<file path="src/rtl/irq_daisy_pkg.sv">
package irq_daisy_pkg;
  localparam int N_SER   = 6;
  localparam int N_DMA   = 8;
  localparam int CODE_W  = 3;
  localparam int VEC_W   = 8;
  localparam int DATA_W  = 16;
  localparam int ADDR_W  = 3;

  typedef enum logic [ADDR_W-1:0] {
    A_SER_CTRL = 3'd0,
    A_SER_ARM  = 3'd1,
    A_SER_CLR  = 3'd2,
    A_SER_REL  = 3'd3,
    A_DMA_CTRL = 3'd4,
    A_DMA_CLR  = 3'd5,
    A_DMA_REL  = 3'd6,
    A_VEC_BASE = 3'd7
  } reg_addr_e;

  function automatic logic [VEC_W-1:0] mk_vec(input logic [VEC_W-1:0] base,
                                              input logic [CODE_W-1:0] code);
    return {base[VEC_W-1:4], code, base[0]};
  endfunction
endpackage

</file>
<file path="src/rtl/irq_cfg_regs.sv">
module irq_cfg_regs
  import irq_daisy_pkg::*;
#(
  parameter int N_SRC = 12
) (
  input  logic              clk_i,
  input  logic              rst_ni,
  input  logic              wr_en_i,
  input  logic [ADDR_W-1:0] wr_addr_i,
  input  logic [DATA_W-1:0] wr_data_i,
  output logic              ser_me_o,
  output logic [N_SER-1:0]  ser_en_o,
  output logic [N_SRC-1:0]  ser_arm_o,
  output logic [N_SER-1:0]  ser_clr_o,
  output logic              ser_rel_o,
  output logic              dma_me_o,
  output logic [N_DMA-1:0]  dma_en_o,
  output logic [N_DMA-1:0]  dma_clr_o,
  output logic              dma_rel_o,
  output logic [VEC_W-1:0]  ser_base_o,
  output logic [VEC_W-1:0]  dma_base_o
);
  logic [ADDR_W-1:0] a;
  assign a = wr_addr_i;

  always_ff @(posedge clk_i or negedge rst_ni) begin
    if (!rst_ni) begin
      ser_me_o   <= 1'b0;
      ser_en_o   <= '0;
      ser_arm_o  <= '0;
      dma_me_o   <= 1'b0;
      dma_en_o   <= '0;
      ser_base_o <= '0;
      dma_base_o <= '0;
    end else if (wr_en_i) begin
      case (a)
        A_SER_CTRL: begin
          ser_me_o <= wr_data_i[0];
          ser_en_o <= wr_data_i[8 +: N_SER];
        end
        A_SER_ARM: ser_arm_o <= wr_data_i[N_SRC-1:0];
        A_DMA_CTRL: begin
          dma_me_o <= wr_data_i[0];
          dma_en_o <= wr_data_i[8 +: N_DMA];
        end
        A_VEC_BASE: begin
          ser_base_o <= wr_data_i[VEC_W-1:0];
          dma_base_o <= wr_data_i[DATA_W-1:VEC_W];
        end
        default: ;
      endcase
    end
  end

  assign ser_clr_o = (wr_en_i && a == A_SER_CLR) ? wr_data_i[N_SER-1:0] : '0;
  assign dma_clr_o = (wr_en_i && a == A_DMA_CLR) ? wr_data_i[N_DMA-1:0] : '0;
  assign ser_rel_o = wr_en_i && a == A_SER_REL && wr_data_i[0];
  assign dma_rel_o = wr_en_i && a == A_DMA_REL && wr_data_i[0];
endmodule

</file>
<file path="src/rtl/irq_src_gate.sv">
module irq_src_gate #(
  parameter int N_TYPE = 6,
  parameter int SPT    = 2,
  localparam int N_SRC = N_TYPE * SPT
) (
  input  logic [N_SRC-1:0]  evt_i,
  input  logic [N_SRC-1:0]  arm_i,
  output logic [N_TYPE-1:0] set_o
);
  for (genvar t = 0; t < N_TYPE; t++) begin : g_type
    assign set_o[t] = |(evt_i[t*SPT +: SPT] & arm_i[t*SPT +: SPT]);
  end
endmodule

</file>
<file path="src/rtl/irq_prio_group.sv">
module irq_prio_group #(
  parameter int N      = 6,
  parameter int CODE_W = 3
) (
  input  logic              clk_i,
  input  logic              rst_ni,
  input  logic [N-1:0]      set_i,
  input  logic [N-1:0]      clr_i,
  input  logic [N-1:0]      en_i,
  input  logic              me_i,
  input  logic              ie_in_i,
  input  logic              ack_i,
  input  logic              rel_i,
  output logic              req_o,
  output logic              busy_o,
  output logic              take_o,
  output logic [CODE_W-1:0] code_o
);
  logic [N-1:0] pend_q, ius_q, blk, armed, live, sel, ius_low;

  // in-service flag blocks its own type and all less urgent ones
  assign blk[0] = ius_q[0];
  for (genvar i = 1; i < N; i++) begin : g_blk
    assign blk[i] = blk[i-1] | ius_q[i];
  end

  assign armed = pend_q & en_i & {N{me_i}};
  assign live  = armed & ~blk;

  always_comb begin
    sel    = '0;
    code_o = '0;
    for (int i = N - 1; i >= 0; i--) begin
      if (live[i]) begin
        sel    = '0;
        sel[i] = 1'b1;
        code_o = CODE_W'(i);
      end
    end
  end

  assign req_o   = |live;
  assign busy_o  = (|armed) | (|ius_q);
  assign take_o  = ack_i & ie_in_i & req_o;
  assign ius_low = ius_q & (~ius_q + 1'b1);

  always_ff @(posedge clk_i or negedge rst_ni) begin
    if (!rst_ni) begin
      pend_q <= '0;
      ius_q  <= '0;
    end else begin
      pend_q <= (pend_q & ~clr_i) | set_i;
      ius_q  <= (ius_q & ~(rel_i ? ius_low : '0)) | (take_o ? sel : '0);
    end
  end
endmodule

</file>
<file path="src/rtl/irq_daisy_ctrl.sv">
module irq_daisy_ctrl
  import irq_daisy_pkg::*;
#(
  parameter int SRC_PER_TYPE = 2,
  localparam int N_SRC = N_SER * SRC_PER_TYPE
) (
  input  logic              clk_i,
  input  logic              rst_ni,
  input  logic              wr_en_i,
  input  logic [ADDR_W-1:0] wr_addr_i,
  input  logic [DATA_W-1:0] wr_data_i,
  input  logic [N_SRC-1:0]  ser_evt_i,
  input  logic [N_DMA-1:0]  dma_evt_i,
  input  logic              inta_i,
  input  logic              ie_i,
  output logic              ie_o,
  output logic              irq_n_o,
  output logic [VEC_W-1:0]  vec_o,
  output logic              vec_oe_o
);
  logic              ser_me, dma_me, ser_rel, dma_rel;
  logic [N_SER-1:0]  ser_en, ser_clr, ser_set;
  logic [N_DMA-1:0]  dma_en, dma_clr;
  logic [N_SRC-1:0]  ser_arm;
  logic [VEC_W-1:0]  ser_base, dma_base;
  logic              ser_req, ser_busy, ser_take;
  logic              dma_req, dma_busy, dma_take;
  logic [CODE_W-1:0] ser_code, dma_code;
  logic              ie_mid;

  irq_cfg_regs #(.N_SRC(N_SRC)) i_regs (
    .clk_i, .rst_ni, .wr_en_i, .wr_addr_i, .wr_data_i,
    .ser_me_o(ser_me), .ser_en_o(ser_en), .ser_arm_o(ser_arm),
    .ser_clr_o(ser_clr), .ser_rel_o(ser_rel),
    .dma_me_o(dma_me), .dma_en_o(dma_en), .dma_clr_o(dma_clr),
    .dma_rel_o(dma_rel), .ser_base_o(ser_base), .dma_base_o(dma_base)
  );

  irq_src_gate #(.N_TYPE(N_SER), .SPT(SRC_PER_TYPE)) i_gate (
    .evt_i(ser_evt_i), .arm_i(ser_arm), .set_o(ser_set)
  );

  irq_prio_group #(.N(N_SER), .CODE_W(CODE_W)) i_ser (
    .clk_i, .rst_ni, .set_i(ser_set), .clr_i(ser_clr), .en_i(ser_en),
    .me_i(ser_me), .ie_in_i(ie_i), .ack_i(inta_i), .rel_i(ser_rel),
    .req_o(ser_req), .busy_o(ser_busy), .take_o(ser_take), .code_o(ser_code)
  );

  assign ie_mid = ie_i & ~ser_busy;

  irq_prio_group #(.N(N_DMA), .CODE_W(CODE_W)) i_dma (
    .clk_i, .rst_ni, .set_i(dma_evt_i), .clr_i(dma_clr), .en_i(dma_en),
    .me_i(dma_me), .ie_in_i(ie_mid), .ack_i(inta_i), .rel_i(dma_rel),
    .req_o(dma_req), .busy_o(dma_busy), .take_o(dma_take), .code_o(dma_code)
  );

  assign ie_o    = ie_mid & ~dma_busy;
  assign irq_n_o = ~(ser_req | dma_req);

  always_ff @(posedge clk_i or negedge rst_ni) begin
    if (!rst_ni) begin
      vec_o    <= '0;
      vec_oe_o <= 1'b0;
    end else begin
      vec_oe_o <= ser_take | dma_take;
      if (ser_take)      vec_o <= mk_vec(ser_base, ser_code);
      else if (dma_take) vec_o <= mk_vec(dma_base, dma_code);
    end
  end
endmodule

</file>
<file path="config.mk">
export PLATFORM = sky130hd
export DESIGN_NAME = irq_daisy_ctrl
export DESIGN_NICKNAME = d
export VERILOG_FILES = /design/src/rtl/irq_daisy_pkg.sv /design/src/rtl/irq_cfg_regs.sv /design/src/rtl/irq_src_gate.sv /design/src/rtl/irq_prio_group.sv /design/src/rtl/irq_daisy_ctrl.sv
export SDC_FILE = /design/constraint.sdc
export NUM_CORES = 1
export LEC_CHECK = 0
export BUFFER_PORTS_ARGS = -buffer_cell sky130_fd_sc_hd__buf_2
export CAP_MARGIN = 40
export CORE_MARGIN = 2
export CORE_UTILIZATION = 51
export CTS_CLUSTER_DIAMETER = 100
export CTS_CLUSTER_SIZE = 24
export DETAILED_ROUTE_END_ITERATION = 10
export PLACE_DENSITY_LB_ADDON = 0.3
export SYNTH_ARGS = -nofsm -noshare
export SYNTH_HDL_FRONTEND = slang
export SYNTH_SLANG_ARGS = --single-unit
</file>
<file path="constraint.sdc">
create_clock -name clk_i -period 2.15 [get_ports clk_i]
set_input_delay 0.43 -clock clk_i [delete_from_list [all_inputs] [get_ports clk_i]]
set_output_delay 0.43 -clock clk_i [all_outputs]
set_load 0.01 [all_outputs]
</file>
# Word level (Yosys, flattened, before mapping)
# Cells that the tools add are included.
# totals
regBits,81
inputBits,44
out_inout_bits,11
word_cells,137
# classes
add_sub_neg,2
eq_ne,7
muxes,36
bitwise_logic,55
reduce_logical,24
# op_table
operator,n
two-way mux 8 bit,13
two-way mux 6 bit,9
bitwise AND 8 bit,6
two-way mux 3 bit,14
bitwise AND 6 bit,6
NOT 8 bit,4
NOT 6 bit,4
OR reduction 8 bit,3
OR reduction 6 bit,3
bitwise OR 1 bit,16
bitwise OR 8 bit,2
bitwise AND 2 bit,6
"== test 3 bit, second input constant",4
bitwise OR 6 bit,2
OR reduction 2 bit,6
"adder 8 x 1 -> 8 bit, second input constant",1
AND reduction 2 bit,4
"adder 6 x 1 -> 6 bit, second input constant",1
bitwise AND 1 bit,6
"== test 3 x 2 -> 1 bit, second input constant",2
logical AND 1 bit,6
"== test 3 x 1 -> 1 bit, second input constant",1
logical NOT 3 bit,1
NOT 1 bit,3
nonzero test 2 bit,1

# Logic depth before layout (Yosys ltp)
# logic_depth
depth_word,19
mapped_depth,7
depth_no_buf,6

# Cells and area by module
# A second synthesis with hierarchy kept.
# unflattened
cells_unflattened,339
area_unflattened_um2,3952.5
# modules_own_cells
mod,n_inst,cells_each,area_each_um2,seq_area_each_um2
irq_cfg_regs,1,118,1848.0,1101.1
irq_prio_group (i_dma),1,106,945.9,400.4
irq_prio_group (i_ser),1,70,685.7,300.3
irq_daisy_ctrl,1,39,420.4,225.2
irq_src_gate,1,6,52.6,0.0

# Worst setup path after synthesis
# No wires, ideal clock.
# synth_timing
path_type,reg-to-reg
startpoint,reg i_dma.ius_q[1]
endpoint,reg vec_o[0]
setup_time_ns,0.133
arrival_ns,1.983
required_ns,2.017
slack_ns,0.033
path_stages_with_launch,8
n_path_buf,1
synth_period_minus_slack_ns,2.117
path_cell_list,dfrtp_1 > or3_1 > buf_2 > or3_1 > and3_4 > a21oi_4 > mux2i_1 > a21oi_2
# synth_via
elab_chain_len,12
# synth_lines
item,line_no,text
"start, declared",irq_prio_group.sv:19,"logic [N-1:0] pend_q, ius_q, blk, armed, live, sel, ius_low;"
"start signal, assigned",irq_prio_group.sv:53,ius_q <= (ius_q & ~(rel_i ? ius_low : '0)) | (take_o ? sel : '0);
bitwise OR 1 bit (*),irq_prio_group.sv:24,assign blk[i] = blk[i-1] | ius_q[i];
bitwise OR 1 bit (6 in a row),irq_prio_group.sv:24,
NOT 8 bit (*),irq_prio_group.sv:28,assign live = armed & ~blk;
bitwise AND 8 bit (*),irq_prio_group.sv:28,
OR reduction 8 bit (*),irq_prio_group.sv:42,assign req_o = |live;
bitwise AND 1 bit (*),irq_prio_group.sv:44,assign take_o = ack_i & ie_in_i & req_o;
nonzero test 2 bit (no line) (*),n/a,
"end signal, assigned",irq_daisy_ctrl.sv:66,"if (ser_take) vec_o <= mk_vec(ser_base, ser_code);"
"end signal, assigned",irq_daisy_ctrl.sv:67,"else if (dma_take) vec_o <= mk_vec(dma_base, dma_code);"
"end, declared",irq_daisy_ctrl.sv:18,"output logic [VEC_W-1:0] vec_o,"
# Mark *: on every way between the ends. The rest lies on a longest branch, timed or not.
# A chain may end at the register's enable or synchronous reset.

# Worst setup path after layout
# layout_timing
startpoint,reg i_dma.ius_q[0]
endpoint,out irq_n_o
# layout_via
elab_chain_len,12
# layout_lines
item,line_no,text
bitwise OR 1 bit (7 in a row),irq_prio_group.sv:24,
NOT 8 bit (*),irq_prio_group.sv:28,
bitwise AND 8 bit (*),irq_prio_group.sv:28,
OR reduction 8 bit (*),irq_prio_group.sv:42,
bitwise OR 1 bit (*),irq_daisy_ctrl.sv:58,assign irq_n_o = ~(ser_req | dma_req);
NOT 1 bit (*),irq_daisy_ctrl.sv:58,
"end, declared",irq_daisy_ctrl.sv:17,"output logic irq_n_o,"
# Marks and branches as above.

==> flow_summary_export.csv <==
group,metric,value,unit
outcome,violations,"setup timing",
place,pre_cts_slack,-0.0743,ns
final_layout,syn_to_final_growth,23.6,%
timing,finClkSkew,0.00790,ns
critical_path,critPathMaxStageDelay,0.44,ns
synth,avgSynthCellArea,11.1,sq um
critical_path,cp.arrival,1.96,ns
synth,synth_edf_count,0,
synth,yosys-mux-area-fraction,13.0,%
final_layout,nFillCells,546,
synth,synthTopCellsByArea,"dfrtp_1, mux2_2, nand2_1, o21ai_0, nand3_1",
clock_tree,clock-root-buffer,"clkbuf_8",
critical_path,crit_start,"i_dma.ius_q[0]",
grt,grt_pass1_wl,14.8,mm
place,place_inst,465,
synth,synth_cell_type_count,53,
clock_tree,numCtsBuffers,9,
final_layout,final_nets,447,
timing,hold_viol_final,0,
synth,synth.largest_area_cell,"dfrtp_1",
grt,grt_overflow_total,0,
final_layout,final_cell_mix,"dfrtp_1, buf_2, mux2_2",
timing,layout_min_cycle_time,2.39,ns
place,hpwl,6.58,mm
timing,slew-limit-headroom,75.5,%
worst_hold_path,hold_path.class,"input port to flip-flop",
drt,ant_nets,0,
timing,clock.fmax,419,MHz
clock_tree,htree_levels,3,
critical_path,slowest_stage,"or3_4",
outcome,status,"complete, but fails checks",
drt,first_pass_iters,5,
power_and_ir_drop,power_density,1110,nW/um^2
die,die_y,87.0,um
critical_path,r2r_start,"i_dma.ius_q[0]",
final_layout,drive_above_1_share,38.2,%
place,place_congestion,0.909,
place,io_buffers,54,
timing,setup_viol,7,
clock_tree,clock-sinks,75,
power_and_ir_drop,leakage,0.00188,uW
die,die_x,87.0,um
timing,slew_violations,0,
die,die_area,7560,sq um
critical_path,endpoint_kind,"output pin",
timing,rsz0062_at_grt,"true",
synth,seq_area_frac_synth,53.5,%
critical_path,cp_common_cell,"or3_4",
timing,post-route-period-util,111,%
synth,synth_nets,359,
critical_path,path_max_fanout,8,
drt,drt-initial-drc-count,202,
critical_path,crit_chain,"or3_4 > or3_4 > and3_4 > nand2_1 > nor2_1 > buf_2",
drt,wl_per_cell,18.5,um
synth,synth_area,3510,sq um
drt,via_count,2921,
synth,synth_xor_area_share,0,%
synth,synth-simple-area-share,17.2,%
grt,grt_pass1_vias,2938,
die,rows,30,
grt,antenna_found_initial,0,
clock_tree,clockBufferDepth,2,
synth,synth_top_family_by_area,"simple AND/OR/NAND/NOR gates",
synth,synth_compound_area_share,14.5,%
grt,grt_max_degree,64,
clock_tree,clk_pin_slew_worst_paths,0.07,ns
drt,drc,0,
synth,synth_warnings,0,
die,fp.coreArea,6720,sq um
synth,ys.flop_type,"dfrtp_1",
synth,synth.top_cell.area_share,53.5,%
drt,vias_per_cell,5.99,
die,start_util,52.3,%
die,ios,55,
synth,synthCells,315,
worst_hold_path,min-delay-start,"dma_evt_i[6]",
final_layout,layout_commonest_cell,"dfrtp_1",
final_layout,instances_no_fill,488,
synth,synth_seq_cells,75,
drt,wirelength,9.03,mm
critical_path,cp.required,1.72,ns
clock_tree,clock_latency,0.34,ns
timing,worst_slew_pin_slew,0.365,ns
timing,fin_ws,-0.235,ns
synth,async_reset_ff_share,100,%
job,drv_cap,0,
power_and_ir_drop,vdd_ir_drop_max,0.548,mV
synth,synth_fa_ha_area_share,0,%
clock_tree,cts_tree,"done",
grt,grt_usage,25.8,%
final_layout,antenna_cells,0,
critical_path,startpoint_type,"flip-flop",
critical_path,path_class,"flip-flop to output pin",
-- timing repair --
action                                  CTS  global route
hold buffers                              1             0
buffers inserted                          6             0
pin swaps                                 4             1
hold endpoints to repair                 12             0
endpoints found under the setup margin    9            11
resized for setup                         9             5
-- synth_stat cells, types with 2 or more instances --
| cell | count |
|---|---|
| a21oi_1 | 6 |
| nor2b_1 | 2 |
| o41ai_1 | 3 |
| a31oi_1 | 3 |
| mux2i_1 | 5 |
| dfrtp_1 | 75 |
| nand3_1 | 15 |
| o21ai_1 | 7 |
| nand2_1 | 35 |
| and3_1 | 2 |
| or2_2 | 2 |
| or3_1 | 6 |
| nand2b_1 | 4 |
| and2_1 | 2 |
| mux2_2 | 36 |
| o31ai_1 | 5 |
| nor2_1 | 15 |
| o21ai_0 | 16 |
| clkbuf_1 | 6 |
| a21o_1 | 9 |
| nor3_1 | 4 |
| nand4_1 | 6 |
| nor3b_1 | 3 |
| nand4b_1 | 3 |
| a222oi_1 | 7 |
| nor4_1 | 2 |
| inv_1 | 10 |
-- report_power, final --
part	switching [uW]	internal, uW
Sequential	285	1770
Clock	506	486
Combinational	882	890
Total	1670	3140
-- routing by layer --
layer,wire (um),global-route usage [%],vias up
met5,0,0,-
met4,157,10.5,0
met3,550,5.97,16
met2,4230,39.3,120
met1,4090,35.6,1427
li1,-,-,1358
-- flip-flops by register name, indices dropped and copies added, names as in the netlist --
name	count
i_regs.ser_en_o	6
vec_o	8
i_regs.ser_base_o	5
i_dma.pend_q	8
i_regs.dma_base_o	5
vec_oe_o	1
i_regs.ser_arm_o	12
i_regs.dma_en_o	8
i_ser.pend_q	6
i_dma.ius_q	8
i_ser.ius_q	6
i_regs.dma_me_o	1
i_regs.ser_me_o	1
-- logic make-up (layout without fill, tap and decap cells) --
family	after synthesis	in the layout
mux	41	41
compound gates	71	71
flops	75	75
buf+inv	17	110
simple gates	111	111
-- critical path: cells and delay by family, from the launching register on --
| kind | cells | cell delay, ns |
|---|---|---|
| buf+inv | 1 | 0.14 |
| simple gates | 5 | 1.10 |
| flops | 1 | 0.38 |
-- path summary, 6_finish.rpt --
| check | depth (start not counted) | slack [ns] | to |
|---|---|---|---|
| worst max-delay path | 6 | -0.24 | irq_n_o |
| worst min-delay path | 2 | 0.26 | i_dma.pend_q[6] |
| worst max register to register | 8 | -0.06 | vec_o[5] |
| worst min register to register | 1 | 0.50 | i_dma.pend_q[5] |
| max in group asynchronous | 3 | 1.11 | i_regs.dma_me_o |
| min in group asynchronous | 2 | 0.47 | vec_oe_o |
-- cell type report --
class	count	area, sq um	share of cell area (%)
clock buffer	13	159	3.66
clock inverter	3	22.5	0.519
inverter	10	37.5	0.865
multi-input combinational	223	1610	37.2
sequential	75	1880	43.4
tap	80	100	2.31
timing repair buffer	84	526	12.1
-- through the flow --
stage / power [uW] / setup TNS (ns) / hold slack [ns] / area [sq um] / utilization, %
6_report: 4820 / -0.575 / 0.264 / 4340 / 64.6
5_1_grt: 5120 / -1.08 / 0.251 / 4340 / 64.6
4_1_cts: 4780 / -0.509 / 0.251 / 4330 / 64.4
3_5_place_dp: 3620 / -0.277 / 0.288 / 4050 / 60.3
3_3_place_gp: 3580 / -0.0608 / 0.289 / 4050 / 60.3
2_1_floorplan: 2980 / 0 / 0.134 / 3510 / -
No activity file was read; power rests on OpenSTA's default activity.
